--- config.mk ---
export PLATFORM = sky130hd
export DESIGN_NAME = incr_read_resp
export DESIGN_NICKNAME = d
export VERILOG_FILES = /design/src/rtl/incr_read_resp.sv
export SDC_FILE = /design/constraint.sdc
export NUM_CORES = 1
export LEC_CHECK = 0
export BUFFER_PORTS_ARGS = -buffer_cell sky130_fd_sc_hd__buf_2
export CAP_MARGIN = 20
export CORE_AREA = 2 2 66 68
export DETAILED_ROUTE_END_ITERATION = 10
export DIE_AREA = 0 0 68 70
export PLACE_DENSITY = 0.8
export SLEW_MARGIN = 20
export SYNTH_ARGS = -nofsm -noshare
export SYNTH_HDL_FRONTEND = slang
export SYNTH_SLANG_ARGS = --single-unit
--- constraint.sdc ---
create_clock -name clk -period 6.9 [get_ports clk]
set_clock_uncertainty 0.15 [all_clocks]
set_input_delay 0.69 -clock clk [delete_from_list [all_inputs] [get_ports clk]]
set_output_delay 0.69 -clock clk [all_outputs]
set_load 0.005 [all_outputs]
--- src/rtl/incr_read_resp.sv ---
module incr_read_resp #(
  parameter int ADDR_W    = 16,
  parameter int MEM_WORDS = 64
) (
  input  logic              clk,
  input  logic              rst_n,
  input  logic              addr_valid,
  output logic              addr_ready,
  input  logic [ADDR_W-1:0] addr_start,
  input  logic [2:0]        addr_size,
  input  logic [7:0]        addr_len,
  input  logic [1:0]        addr_burst,
  output logic              rd_valid,
  input  logic              rd_ready,
  output logic [31:0]       rd_data,
  output logic [1:0]        rd_resp,
  output logic              rd_last
);
  localparam int DATA_W   = 32;
  localparam int IDX_W    = $clog2(MEM_WORDS);
  localparam int MAX_SIZE = $clog2(DATA_W / 8);

  logic [DATA_W-1:0] mem [MEM_WORDS];
  logic              busy;
  logic              err;
  logic [ADDR_W-1:0] cur;
  logic [2:0]        size;
  logic [7:0]        len;
  logic [7:0]        cnt;

  wire take    = addr_valid && addr_ready;
  wire advance = rd_valid && rd_ready;
  wire [IDX_W-1:0] idx = cur[IDX_W+1:2];

  assign addr_ready = !busy;
  assign rd_valid   = busy;
  assign rd_last    = busy && (cnt == len);
  assign rd_resp    = err ? 2'b10 : 2'b00;
  assign rd_data    = err ? '0 : mem[idx];

  always_ff @(posedge clk) begin
    if (!rst_n) begin
      busy <= 1'b0;
      err  <= 1'b0;
      cur  <= '0;
      size <= '0;
      len  <= '0;
      cnt  <= '0;
      for (int i = 0; i < MEM_WORDS; i++)
        mem[i] <= {~16'(i), 16'(i)};
    end else if (take) begin
      busy <= 1'b1;
      err  <= (addr_burst != 2'b01) || (int'(addr_size) > MAX_SIZE);
      cur  <= addr_start;
      size <= addr_size;
      len  <= addr_len;
      cnt  <= '0;
    end else if (advance) begin
      if (rd_last) begin
        busy <= 1'b0;
      end else begin
        cnt <= cnt + 8'd1;
        cur <= cur + (ADDR_W'(1) << size);
      end
    end
  end

  AST_ACCEPT_OPENS: assert property (@(posedge clk) disable iff (!rst_n)
    addr_valid && addr_ready |=> rd_valid && !addr_ready) else $error("accept");
  AST_STALL_HOLDS: assert property (@(posedge clk) disable iff (!rst_n)
    rd_valid && !rd_ready |=> rd_valid && $stable(rd_data) && $stable(rd_last) && $stable(rd_resp)) else $error("stall");
  AST_LAST_CLOSES: assert property (@(posedge clk) disable iff (!rst_n)
    rd_valid && rd_ready && rd_last |=> !rd_valid && addr_ready) else $error("close");
  AST_RESP_STEADY: assert property (@(posedge clk) disable iff (!rst_n)
    rd_valid && rd_ready && !rd_last |=> $stable(rd_resp)) else $error("resp");
  AST_ERR_ZERO: assert property (@(posedge clk) disable iff (!rst_n)
    rd_valid && rd_resp == 2'b10 |-> rd_data == '0) else $error("errdata");
endmodule

Word level (Yosys, flattened, before mapping)
Memory sizes are Yosys's and may differ from the RTL's. A register that Yosys moved wholly into a read port is not among the register bits.
Cells that the tools add are included.

storage, ports and cells
  memories = 1
  register bits = 37
  logic and storage cells = 38
  bits of input ports = 33
  RAM bits = 768
  output and inout port bits = 37

operators by class
  multiplexer cells = 11
  $lt $le $gt $ge = 1
  shifts and indexed selects = 1
  equality and inequality tests = 3
  reduce and logical (&&, ||, !) cells = 11
  bitwise logic cells = 2
  add/subtract/negate cells = 2

memory list
  memory  words  bits a word  rd ports  clocked after memory_dff  write ports  line  RTL
  mem     64     12           1         1                         64           23    logic [DATA_W-1:0] mem [MEM_WORDS];

operators by type and width
  kind                  number
  $mux 16               3
  $mux 32               1
  $add 16x16->16        1
  $shl 1x3->16 const A  1
  $mux 6                2
  $add 8x1->8 const B   1
  $eq 8x8->1            1
  $reduce_and 2->1      3
  $mux 1                4
  $ne 2x1->1 const B    2
  $reduce_bool 2->1     2
  $gt 3x2->1 const B    1
  $logic_and 1x1->1     3
  $mux 2                1
  $not 1->1             2
  $reduce_or 2->1       1
  $logic_not 1->1       1
  $logic_or 1x1->1      1

Longest topological paths before layout
  depth in word-level cells = 7
  gate-level depth with buffers = 10
  gate-level depth less buffers = 9

Worst setup path before layout
OpenSTA, ideal clock, no wires.

  path type = register -> register
  from = register size[0]
  to = register (tool-made name)
  path slack = 4.380 ns
  data required time = 6.630 ns
  cell stages (with the launch flop) = 9
  arrival time = 2.250 ns
  library setup time = 0.120 ns
  buffers on the path = 1
  clock period less this slack = 2.520 ns
  cell sequence = dfxtp_1 -> clkbuf_1 -> or3b_2 -> fa_1 -> nand2b_1 -> a21oi_1 -> a2111oi_0 -> and4b_4 -> nor3_2

RTL lines
  item                      line  RTL
  start: declaration        27    logic [2:0] size;
  start signal: assignment  55    size <= addr_size;

==> summary.txt <==
Floorplan
  • Die Span Y: about 70 um
  • I/O pin total: 70
  • Core Area: 4140 um2
  • Die W: between 60 and 70 um
  • Initial Util: 50.9%
  • Num rows: 24
  • Die area: 4760 um2

Power
  • Pwr dens: 206 nW/um2
  • VDD IR-drop max: 0.110 mV
  • Overall power: 486 uW
  • Static leakage: 1.05 nW

Cells and area
  • Commonest non-fill, non-tap cell in the layout: buf_2
  • Antenna Cells: 0
  • Commonest non-fill, non-tap cells in the layout: buf_2 (50), dfxtp_1 (35), nand2_1 (32)
  • Post-route insts no fill: about 340
  • Area grow syn2layout: 11.7%
  • Fin area: 2360 um2
  • Share of cells above drive strength 1: 24.7%
  • Nets: 324

Drt
  • Average via count per standard cell: 5.11
  • DR iter-0 viols: around 80
  • Remaining DRCs: 0
  • 1st-pass router iterations: 5
  • WL/cell: 11.7 um
  • Routed Antenna Nets: 0
  • Vias: between 1500 and 2000
  • Final wirelength: about 4000 um

Global route
  • First-pass GRT wire length: around 6700 um
  • Vias in the first global route: 1526
  • GRT Total Usage: 18.4%
  • Largest net degree at the start of global routing: 29
  • Initial antenna violation count: 0
  • Total grt overflow: 0

STA
  • Final Max Tran Viols: 0
  • Endpoints failing hold: 0
  • Setup Viol. Count Final: 0
  • Fin crit period: 2.65 ns
  • Normalized max-slew margin: approximately 33%
  • Final Cycle Share: between 30% and 40%
  • Unrepaired setup endpoints after global routing: no
  • Worst slew pin tran: 1.01 ns
  • Setup_tns: 0 ns
  • Maximum clock frequency: between 300 and 400 MHz

CTS
  • Post-CTS Setup Bufs: 0
  • Clock tree root buffer cell: clkbuf_8
  • Later-pin clock latency in the skew report: 0.29 ns
  • CTS Sinks: 35
  • Cts repair resizes: 0
  • Num CTS Buffers: 5
  • CTS tree: yes
  • Max Buffers Root-to-Sink: 2
  • Hold_buf cts: 0
  • H-tree depth: 2
  • Worst-path clk slew: 0.07 ns

Synthesis
  • Ys async rst share: 0%
  • Gate Count Post-Synth: 248
  • Ys flop type: dfxtp_1
  • Post-Syn Area: around 2100 um2
  • Synth top area cells: dfxtp_1 (33%), buf_4 (7.5%), nand2_1 (5.7%)
  • YS warnings: 0
  • Syn avg cell area: between 8 and 9 um2
  • Synth top area share: 33.2%
  • Yosys cell types: 42
  • Largest area contributor in the netlist: dfxtp_1
  • Register area share after synthesis: between 30% and 40%
  • Seq cells post-synth: 35
  • Post-synth EDFFs: 0

Worst setup path
  • CP Capture Type: flop
  • Worst stage delay on the critical path: about 0.5 ns
  • Critical-path top delay cell: or3b_2
  • Critical path required time: just under 7 ns
  • Worst endpoint data arrival time: approximately 2.7 ns
  • Kind of critical path: reg2reg
  • Worst setup SP type: flop
  • Critical Path Fanout Max: 9
  • Worst-path cell chain: or3b_2 -> fa_1 -> nand2b_1 -> a21oi_1 -> a2111oi_0 -> and4b_4 -> nor3_2

Placement
  • Port Buffers: 50
  • Placed Cells: ~330
  • DP HPWL: 2910 um
  • Placer Congestion: between 0.8 and 0.9
  • Area of placed instances: 2260 um2

Flow run
  • Max Cap Viol: 0

Worst hold path
  • Hold Path Class: reg2reg

Run status
  • Status: complete, no violations
[kinds of logic (layout without fill, tap and decap cells)]
logic type | Yosys count | after routing | synth area share (%)
AND/OR/NAND/NOR | 96 | 96 | 24.6
AO/OA/AOI/OAI | 44 | 44 | 15.4
buffers and inverters | 40 | 65 | 11.2
flip-flops | 35 | 35 | 33.2
XOR/XNOR | 19 | 19 | 7.88
adder cells (fa/ha/maj) | 9 | 9 | 5.69
multiplexers | 4 | 4 | 1.90
other | 1 | 11 | 0.178
[metal layers]
metal | vias up | track usage [%] | wire length, um
met3 | 5 | 5.48 | 203
met1 | 793 | 23.0 | 1800
met4 | 0 | 7.33 | 72
met5 | - | 0 | 0
met2 | 36 | 29.2 | 1860
li1 | 879 | - | -
[critical path: cells and delay by family, from the launching register on]
kind	cells	cell delay, ns
fa+ha+maj	1	0.44
flops	1	0.46
compound gates	2	0.43
simple gates	4	1.06
[per-stage QoR]
stage	utilization, %	setup WS [ns]	hold slack (ns)
CTS	56.9	4.27	0.318
global route	56.9	4.08	0.333
global placement	54.5	4.33	0.307
finish	56.9	4.25	0.315
floorplan	-	4.38	0.297
detailed placement	54.5	4.28	0.309
[final timing paths]
check                            start                   to  slack, ns  cells past startpoint
setup / recovery  size[0]$_SDFFE_PN0P_                 flop       4.25                      7
hold reg to reg    len[6]$_SDFFE_PN0P_  len[6]$_SDFFE_PN0P_       0.31                      2
setup reg to reg  size[0]$_SDFFE_PN0P_                 flop       4.25                      7
hold / removal     len[6]$_SDFFE_PN0P_  len[6]$_SDFFE_PN0P_       0.31                      2
[synthesized netlist by cell type (4+ instances only)]
library cell,count
buf_4,21
nand3_1,12
nor3_2,4
clkbuf_1,12
a21oi_1,6
nor2_1,20
xnor2_1,10
nor3_1,4
a21boi_1,11
xor2_1,9
dfxtp_1,35
nand2_1,32
ha_1,8
mux2i_1,4
inv_1,6
nor2b_1,8
o21ai_0,6
o21ai_1,4
[area by class of cell]
type | count | area (um2)
clock buffers | 8 | 100
flip-flops and latches | 35 | 701
well taps | 52 | 65.1
fillers | 382 | 1790
inverters | 6 | 22.5
multi-input cells | 183 | 1210
repair buffers | 51 | 258
[power breakdown]
part / switching [mW] / total [mW] / internal (mW) / leakage, nW
clock: 0.0719 / 0.163 / 0.0911 / 0.0515
sequential: 0.0112 / 0.226 / 0.215 / 0.287
combinational: 0.0523 / 0.0966 / 0.0443 / 0.709
total: 0.135 / 0.486 / 0.350 / 1.05
Power figures use the tool's default switching activity.
